===== config.mk =====
export PLATFORM = sky130hd
export DESIGN_NAME = mhf_top
export DESIGN_NICKNAME = d
export VERILOG_FILES = /design/src/rtl/mhf_pkg.sv /design/src/rtl/mhf_ctrl.sv /design/src/rtl/mhf_datapath.sv /design/src/rtl/mhf_top.sv
export SDC_FILE = /design/constraint.sdc
export NUM_CORES = 1
export LEC_CHECK = 0
export BUFFER_PORTS_ARGS = -buffer_cell sky130_fd_sc_hd__buf_2
export CAP_MARGIN = 0
export CELL_PAD_IN_SITES_DETAIL_PLACEMENT = 0
export CELL_PAD_IN_SITES_GLOBAL_PLACEMENT = 1
export CORE_UTILIZATION = 35
export DETAILED_ROUTE_END_ITERATION = 12
export GPL_ROUTABILITY_DRIVEN = 1
export PLACE_DENSITY = 0.79
export SYNTH_ARGS = -nofsm -noshare
export SYNTH_HDL_FRONTEND = slang
export SYNTH_SLANG_ARGS = --single-unit

===== constraint.sdc =====
create_clock -name clk -period 3.4 [get_ports clk]
set_input_delay 0.17 -clock clk [delete_from_list [all_inputs] [get_ports clk]]
set_output_delay 0.17 -clock clk [all_outputs]
set_load 0.02 [all_outputs]

===== src/rtl/mhf_pkg.sv =====
package mhf_pkg;

  localparam int unsigned CRC_W = 32;
  localparam logic [CRC_W-1:0] CRC_POLY = 32'hEDB88320;

  // strobes from control to datapath
  typedef struct packed {
    logic loadFirst;
    logic loadNext;
    logic decide;
  } mhfCtl_t;

  // one byte through the reflected CRC, LSB first
  function automatic logic [CRC_W-1:0] crcStep(input logic [CRC_W-1:0] crcIn,
                                               input logic [7:0] dataIn);
    logic [CRC_W-1:0] acc;
    acc = crcIn;
    for (int i = 0; i < 8; i++) begin
      if (acc[0] ^ dataIn[i]) acc = (acc >> 1) ^ CRC_POLY;
      else                    acc = acc >> 1;
    end
    return acc;
  endfunction

endpackage


===== src/rtl/mhf_ctrl.sv =====
module mhf_ctrl
  import mhf_pkg::*;
#(
  parameter int unsigned ADDR_BYTES = 6
) (
  input  logic    clk,
  input  logic    rst_n,
  input  logic    byteValid,
  input  logic    byteFirst,
  output mhfCtl_t ctl
);

  localparam int unsigned CNT_W = $clog2(ADDR_BYTES + 1);
  localparam logic [CNT_W-1:0] CNT_IDLE = CNT_W'(ADDR_BYTES);
  localparam logic [CNT_W-1:0] CNT_LAST = CNT_W'(ADDR_BYTES - 1);
  localparam logic [CNT_W-1:0] CNT_ONE  = CNT_W'(1);

  logic [CNT_W-1:0] gotCnt;
  logic             collecting;

  assign collecting = (gotCnt < CNT_IDLE);

  always_comb begin
    ctl = '0;
    if (byteValid) begin
      if (byteFirst) begin
        ctl.loadFirst = 1'b1;
        ctl.decide    = (ADDR_BYTES == 1);
      end else if (collecting) begin
        ctl.loadNext = 1'b1;
        ctl.decide   = (gotCnt == CNT_LAST);
      end
    end
  end

  always_ff @(posedge clk or negedge rst_n) begin
    if (!rst_n)             gotCnt <= CNT_IDLE;
    else if (ctl.loadFirst) gotCnt <= CNT_ONE;
    else if (ctl.loadNext)  gotCnt <= gotCnt + CNT_ONE;
  end

  // a first-byte marker restarts the count
  assert_restart_R3: assert property (@(posedge clk) disable iff (!rst_n)
    (byteValid && byteFirst) |=> (gotCnt == CNT_ONE));

  // count never runs past the address length
  assert_count_bound_R2: assert property (@(posedge clk) disable iff (!rst_n)
    gotCnt <= CNT_IDLE);

  // idle cycles never load a byte
  assert_idle_no_load_R10: assert property (@(posedge clk) disable iff (!rst_n)
    !byteValid |=> $stable(gotCnt));

  assert_one_load_R3: assert property (@(posedge clk) disable iff (!rst_n)
    $onehot0({ctl.loadFirst, ctl.loadNext}));

endmodule


===== src/rtl/mhf_datapath.sv =====
module mhf_datapath
  import mhf_pkg::*;
#(
  parameter int unsigned ADDR_BYTES = 6,
  parameter int unsigned WORD_W     = 16,
  parameter int unsigned TBL_WORDS  = 4
) (
  input  logic                          clk,
  input  logic                          rst_n,
  input  logic [7:0]                    byteData,
  input  mhfCtl_t                       ctl,
  input  logic                          promiscEn,
  input  logic                          hashEn,
  input  logic [TBL_WORDS*WORD_W-1:0]   hashTable,
  input  logic [ADDR_BYTES*8-1:0]       stationAddr,
  output logic                          decideVld,
  output logic                          decideAccept
);

  localparam int unsigned ADDR_W   = ADDR_BYTES * 8;
  localparam int unsigned TBL_BITS = TBL_WORDS * WORD_W;
  localparam int unsigned IDX_W    = $clog2(TBL_BITS);
  localparam int unsigned SEL_W    = $clog2(TBL_WORDS);
  localparam int unsigned BIT_W    = $clog2(WORD_W);

  logic [CRC_W-1:0]  crcReg, crcBase, crcNext;
  logic [ADDR_W-1:0] addrReg, addrBase, addrNext;
  logic [IDX_W-1:0]  hashIdx;
  logic [SEL_W-1:0]  wordSel;
  logic [BIT_W-1:0]  bitSel;
  logic [WORD_W-1:0] tblWord [TBL_WORDS];
  logic [WORD_W-1:0] selWord;
  logic              tableHit, isGroup, isBcast, stnHit, acceptNow;

  // slice the flat table into its words
  for (genvar g = 0; g < TBL_WORDS; g++) begin : g_words
    assign tblWord[g] = hashTable[g*WORD_W +: WORD_W];
  end

  always_comb begin
    crcBase  = ctl.loadFirst ? '1 : crcReg;
    crcNext  = crcStep(crcBase, byteData);
    addrBase = ctl.loadFirst ? '0 : addrReg;
    addrNext = {addrBase[ADDR_W-9:0], byteData};
  end

  assign hashIdx  = crcNext[CRC_W-1 -: IDX_W];
  assign wordSel  = hashIdx[IDX_W-1 -: SEL_W];
  assign bitSel   = hashIdx[BIT_W-1:0];
  assign selWord  = tblWord[wordSel];
  assign tableHit = selWord[bitSel];

  assign isGroup   = addrNext[ADDR_W-8];
  assign isBcast   = &addrNext;
  assign stnHit    = (addrNext == stationAddr);
  assign acceptNow = promiscEn | isBcast | (isGroup ? (hashEn & tableHit) : stnHit);

  always_ff @(posedge clk or negedge rst_n) begin
    if (!rst_n) begin
      crcReg  <= '1;
      addrReg <= '0;
    end else if (ctl.loadFirst || ctl.loadNext) begin
      crcReg  <= crcNext;
      addrReg <= addrNext;
    end
  end

  always_ff @(posedge clk or negedge rst_n) begin
    if (!rst_n) begin
      decideVld    <= 1'b0;
      decideAccept <= 1'b0;
    end else begin
      decideVld    <= ctl.decide;
      decideAccept <= ctl.decide & acceptNow;
    end
  end

  assert_strobe_follows_R2: assert property (@(posedge clk) disable iff (!rst_n)
    ctl.decide |=> decideVld);

  assert_no_stray_strobe_R2: assert property (@(posedge clk) disable iff (!rst_n)
    !ctl.decide |=> (!decideVld && !decideAccept));

  assert_promisc_pass_R9: assert property (@(posedge clk) disable iff (!rst_n)
    (ctl.decide && promiscEn) |=> decideAccept);

  assert_bcast_pass_R8: assert property (@(posedge clk) disable iff (!rst_n)
    (ctl.decide && isBcast) |=> decideAccept);

  assert_hash_off_R6: assert property (@(posedge clk) disable iff (!rst_n)
    (ctl.decide && !promiscEn && !hashEn && isGroup && !isBcast) |=> !decideAccept);

endmodule


===== src/rtl/mhf_top.sv =====
module mhf_top
  import mhf_pkg::*;
#(
  parameter int unsigned ADDR_BYTES = 6,
  parameter int unsigned WORD_W     = 16,
  parameter int unsigned TBL_WORDS  = 4
) (
  input  logic                        clk,
  input  logic                        rst_n,
  input  logic                        byteValid,
  input  logic                        byteFirst,
  input  logic [7:0]                  byteData,
  input  logic                        promiscEn,
  input  logic                        hashEn,
  input  logic [TBL_WORDS*WORD_W-1:0] hashTable,
  input  logic [ADDR_BYTES*8-1:0]     stationAddr,
  output logic                        decideVld,
  output logic                        decideAccept
);

  mhfCtl_t ctl;

  mhf_ctrl #(.ADDR_BYTES(ADDR_BYTES)) u_ctrl (
    .clk       (clk),
    .rst_n     (rst_n),
    .byteValid (byteValid),
    .byteFirst (byteFirst),
    .ctl       (ctl)
  );

  mhf_datapath #(
    .ADDR_BYTES (ADDR_BYTES),
    .WORD_W     (WORD_W),
    .TBL_WORDS  (TBL_WORDS)
  ) u_dp (
    .clk          (clk),
    .rst_n        (rst_n),
    .byteData     (byteData),
    .ctl          (ctl),
    .promiscEn    (promiscEn),
    .hashEn       (hashEn),
    .hashTable    (hashTable),
    .stationAddr  (stationAddr),
    .decideVld    (decideVld),
    .decideAccept (decideAccept)
  );

  // nothing is decided while the interface is silent
  assert_quiet_R1: assert property (@(posedge clk) disable iff (!rst_n)
    !byteValid |=> !decideVld);

endmodule


==> qor.yml <==
power_and_ir_drop:
  power_mw: 6.593
  peakVddDrop_v: 0.0006660
  power.density_nw_per_um2: 963.3
  power.leakage_nw: 2.828
critical_path:
  endpoint_kind: "register"
  rrSetupSlack_ns: 0.53
  cpMostUsedCell: "nand3_1"
  worstSetupPathType: "register to register"
  path_cells: "xor2_1 -> nand3_1 -> nand2_1 -> buf_4 -> mux4_2 -> mux2i_1 -> mux2_2 -> nand3_1 -> o311ai_1 -> o22ai_1"
  cp_max_fo: 8
  crit_path_top_delay_cell: "dfstp_2"
  crit_path_start_kind: "register"
  cp.arrival_ns: 3.08
  crit_required_ns: 3.61
  cp_slowest_stage_delay_ns: 0.59
logic_synthesis:
  syn_inst: 684
  synth.top_cell.area_share_pct: 18.84
  yosys.area.top_type: "dfrtp_1"
  synth_area_um2: 5712
  synth_edf_count: 0
  synthTopCellsByCount: "128 x nand2_1, 81 x xnor2_1, 64 x nor2_1"
  syn-mean-instance-area_um2: 8.350
  yosys-top-cells-area: "dfrtp_1 19%, dfstp_2 16%, xnor2_1 12%"
  synth_cell_type_count: 58
  synth.most_common_cell: "nand2_1"
  synth-seq-cells: 77
  yosysSeqAreaShare_pct: 34.48
  synth_flop_cell: "dfrtp_1"
  syn_nets: 812
  yosys_warnings: 0
  async_reset_ff_share_pct: 100.0
route:
  wl_per_cell_um: 17.05
  wl_mm: 17.27
  ant_nets: 0
  drc: 0
  firstDrtPassIters: 4
  viasPerCell: 5.204
  num_vias: 5272
  drtIter0Drc: 428
clock_tree:
  clock_sinks: 77
  postCtsHoldBufs: 0
  post_cts_resized: 0
  path_clk_slew_ns: 0.07
  clk_latency_ns: 0.35
  htreeDepth: 3
  clockRootBuffer: "clkbuf_16"
  max-clock-path-buffers: 2
  numCtsBuffers: 9
  postCtsSetupBuffers: 0
  cts_tree: "done"
floorplanning:
  fp.dieH_um: 129.7
  core_area_um2: 15890
  dieArea_um2: 16830
  rows: 46
  die_w_um: 129.7
  start_util_pct: 35.96
  ios: 128
status:
  violations: "hold timing"
  status: "finished, violations left"
timing:
  min_period_ns: 2.866
  worstMarginPinSlew_ns: 1.014
  fin_crit_sh_pct: 84.31
  hold_viol: 4
  fmax_mhz: 348.9
  skew_ns: 0.01059
  hold_ws_ns: -0.02043
  setup_viol: 0
  rsz0062_at_grt: "no"
  tns_ns: 0
  maxSlewHeadroom_pct: 32.42
  slew_violations: 0
finish:
  diodes: 0
  stdcell_area_um2: 6844
  layout-drive-gt1-share_pct: 27.48
  finalNetCount: 920
  fill_cells: 1654
  area_delta_synth_final_pct: 19.82
placement:
  post-dp-hpwl_mm: 12.77
  io_buffer_count: 127
  post_dp_cell_area_um2: 6531
  place.gp.congestion: 0.9221
global_route:
  overflow: 0
  grt_pass1_wl_mm: 27.16
  first_global_vias: 5088
  grt_usage_pct: 21.36
  grt_max_degree: 78
  grt_antenna_before_repair: 0
worst_hold_path:
  min_path_type: "input pin to asynchronous set/reset pin"
run:
  cap_violations: 0
==> power by group <==
| group | switching, mW | leakage (nW) | internal, mW |
|---|---|---|---|
| sequential | 0.322 | 0.928 | 1.37 |
| clock | 0.436 | 0.155 | 0.588 |
| combinational | 2.05 | 1.75 | 1.83 |
==> critical path: cells and delay by family, from the launching register on <==
family	cells	cell delay, ns
buffers and inverters	1	0.28
and+or+nand+nor	3	0.49
AOI/OAI and AO/OA	2	0.32
xor gates and xnor gates	1	0.21
DFF	1	0.59
muxes	3	0.84
==> metrics by stage <==
stage	util, %	worst slack (ns)	instances
after floorplan	-	0.7838	684
after global placement	41.12	0.5934	997
after detailed placement	41.12	0.5643	997
after CTS	43.08	0.5586	1013
after global routing	43.08	0.3522	1013
final	43.08	0.5335	1013
==> cells by family after synthesis <==
family,synth area share (%)
and+or+nand+nor,19.32
AOI/OAI and AO/OA,16.41
xor gates and xnor gates,19.04
DFF,34.48
buffers and inverters,5.038
muxes,5.279
adders and majority gates,0.4380
==> path summary, 6_finish.rpt <==
path	from	to	cells past startpoint
max in group asynchronous	rst_n	u_dp.addrReg[4]	1
min in group clk	byteFirst	u_ctrl.gotCnt[1]	2
worst max register to register	u_dp.crcReg[6]	u_dp.decideAccept	10
worst min-delay path	rst_n	u_dp.addrReg[39]	1
worst min register to register	u_dp.crcReg[14]	u_dp.crcReg[14]	2
worst max-delay path	u_dp.crcReg[6]	u_dp.decideAccept	10
==> area by class of cell <==
| cell class | instances | area, um^2 | area share (%) |
|---|---|---|---|
| inverters | 26 | 97.59 | 1.426 |
| clock inverters | 7 | 87.58 | 1.280 |
| clock buffers | 9 | 225.2 | 3.291 |
| repair buffers | 139 | 728.2 | 10.64 |
| multi-input cells | 539 | 3466 | 50.64 |
| well taps | 216 | 270.3 | 3.949 |
| flip-flops and latches | 77 | 1969 | 28.78 |
==> routing by layer <==
layer / share of wire (%) / global-route usage (%) / vias to the layer above
li1: - / - / 2572
met4: 2.3 / 7.934 / 0
met5: 0 / 0 / -
met1: 45 / 27.39 / 2510
met3: 4.9 / 3.813 / 28
met2: 48 / 35.92 / 162
==> layout by cell type (no fill, tap or decap), types with 3 or more instances in the layout <==
master     synthesis  final
a21oi_1           56     55
a221oi_1           3      3
a22o_1             3      3
a22oi_1            4      4
a31oi_1            7      7
buf_2              9    126
buf_4              5     13
clkbuf_16          0      9
dfrtp_1           43     43
dfstp_2           34     34
inv_1             26     26
inv_6              0      3
mux2_2             9      9
mux2i_1           11     11
mux4_2             4      4
nand2_1          128    128
nand3_1           13     13
nand4_1           16     16
nor2_1            64     64
nor3_1             4      4
nor4_1             9      9
nor4bb_1           5      5
o21ai_0           31     31
o21ai_1            6      4
o22ai_1           14     14
o2bb2ai_1          4      4
o32ai_1            6      6
xnor2_1           81     81
xnor2_2            4      4
xor2_1            18     18
==> registers in the layout, summed over array words and instances, names as in the netlist <==
signal and flops:
u_dp.crcReg 32, u_dp.addrReg 40, u_dp.decideAccept 1, u_ctrl.gotCnt 3
u_dp.decideVld 1
(Power assumes the default switching activity.)
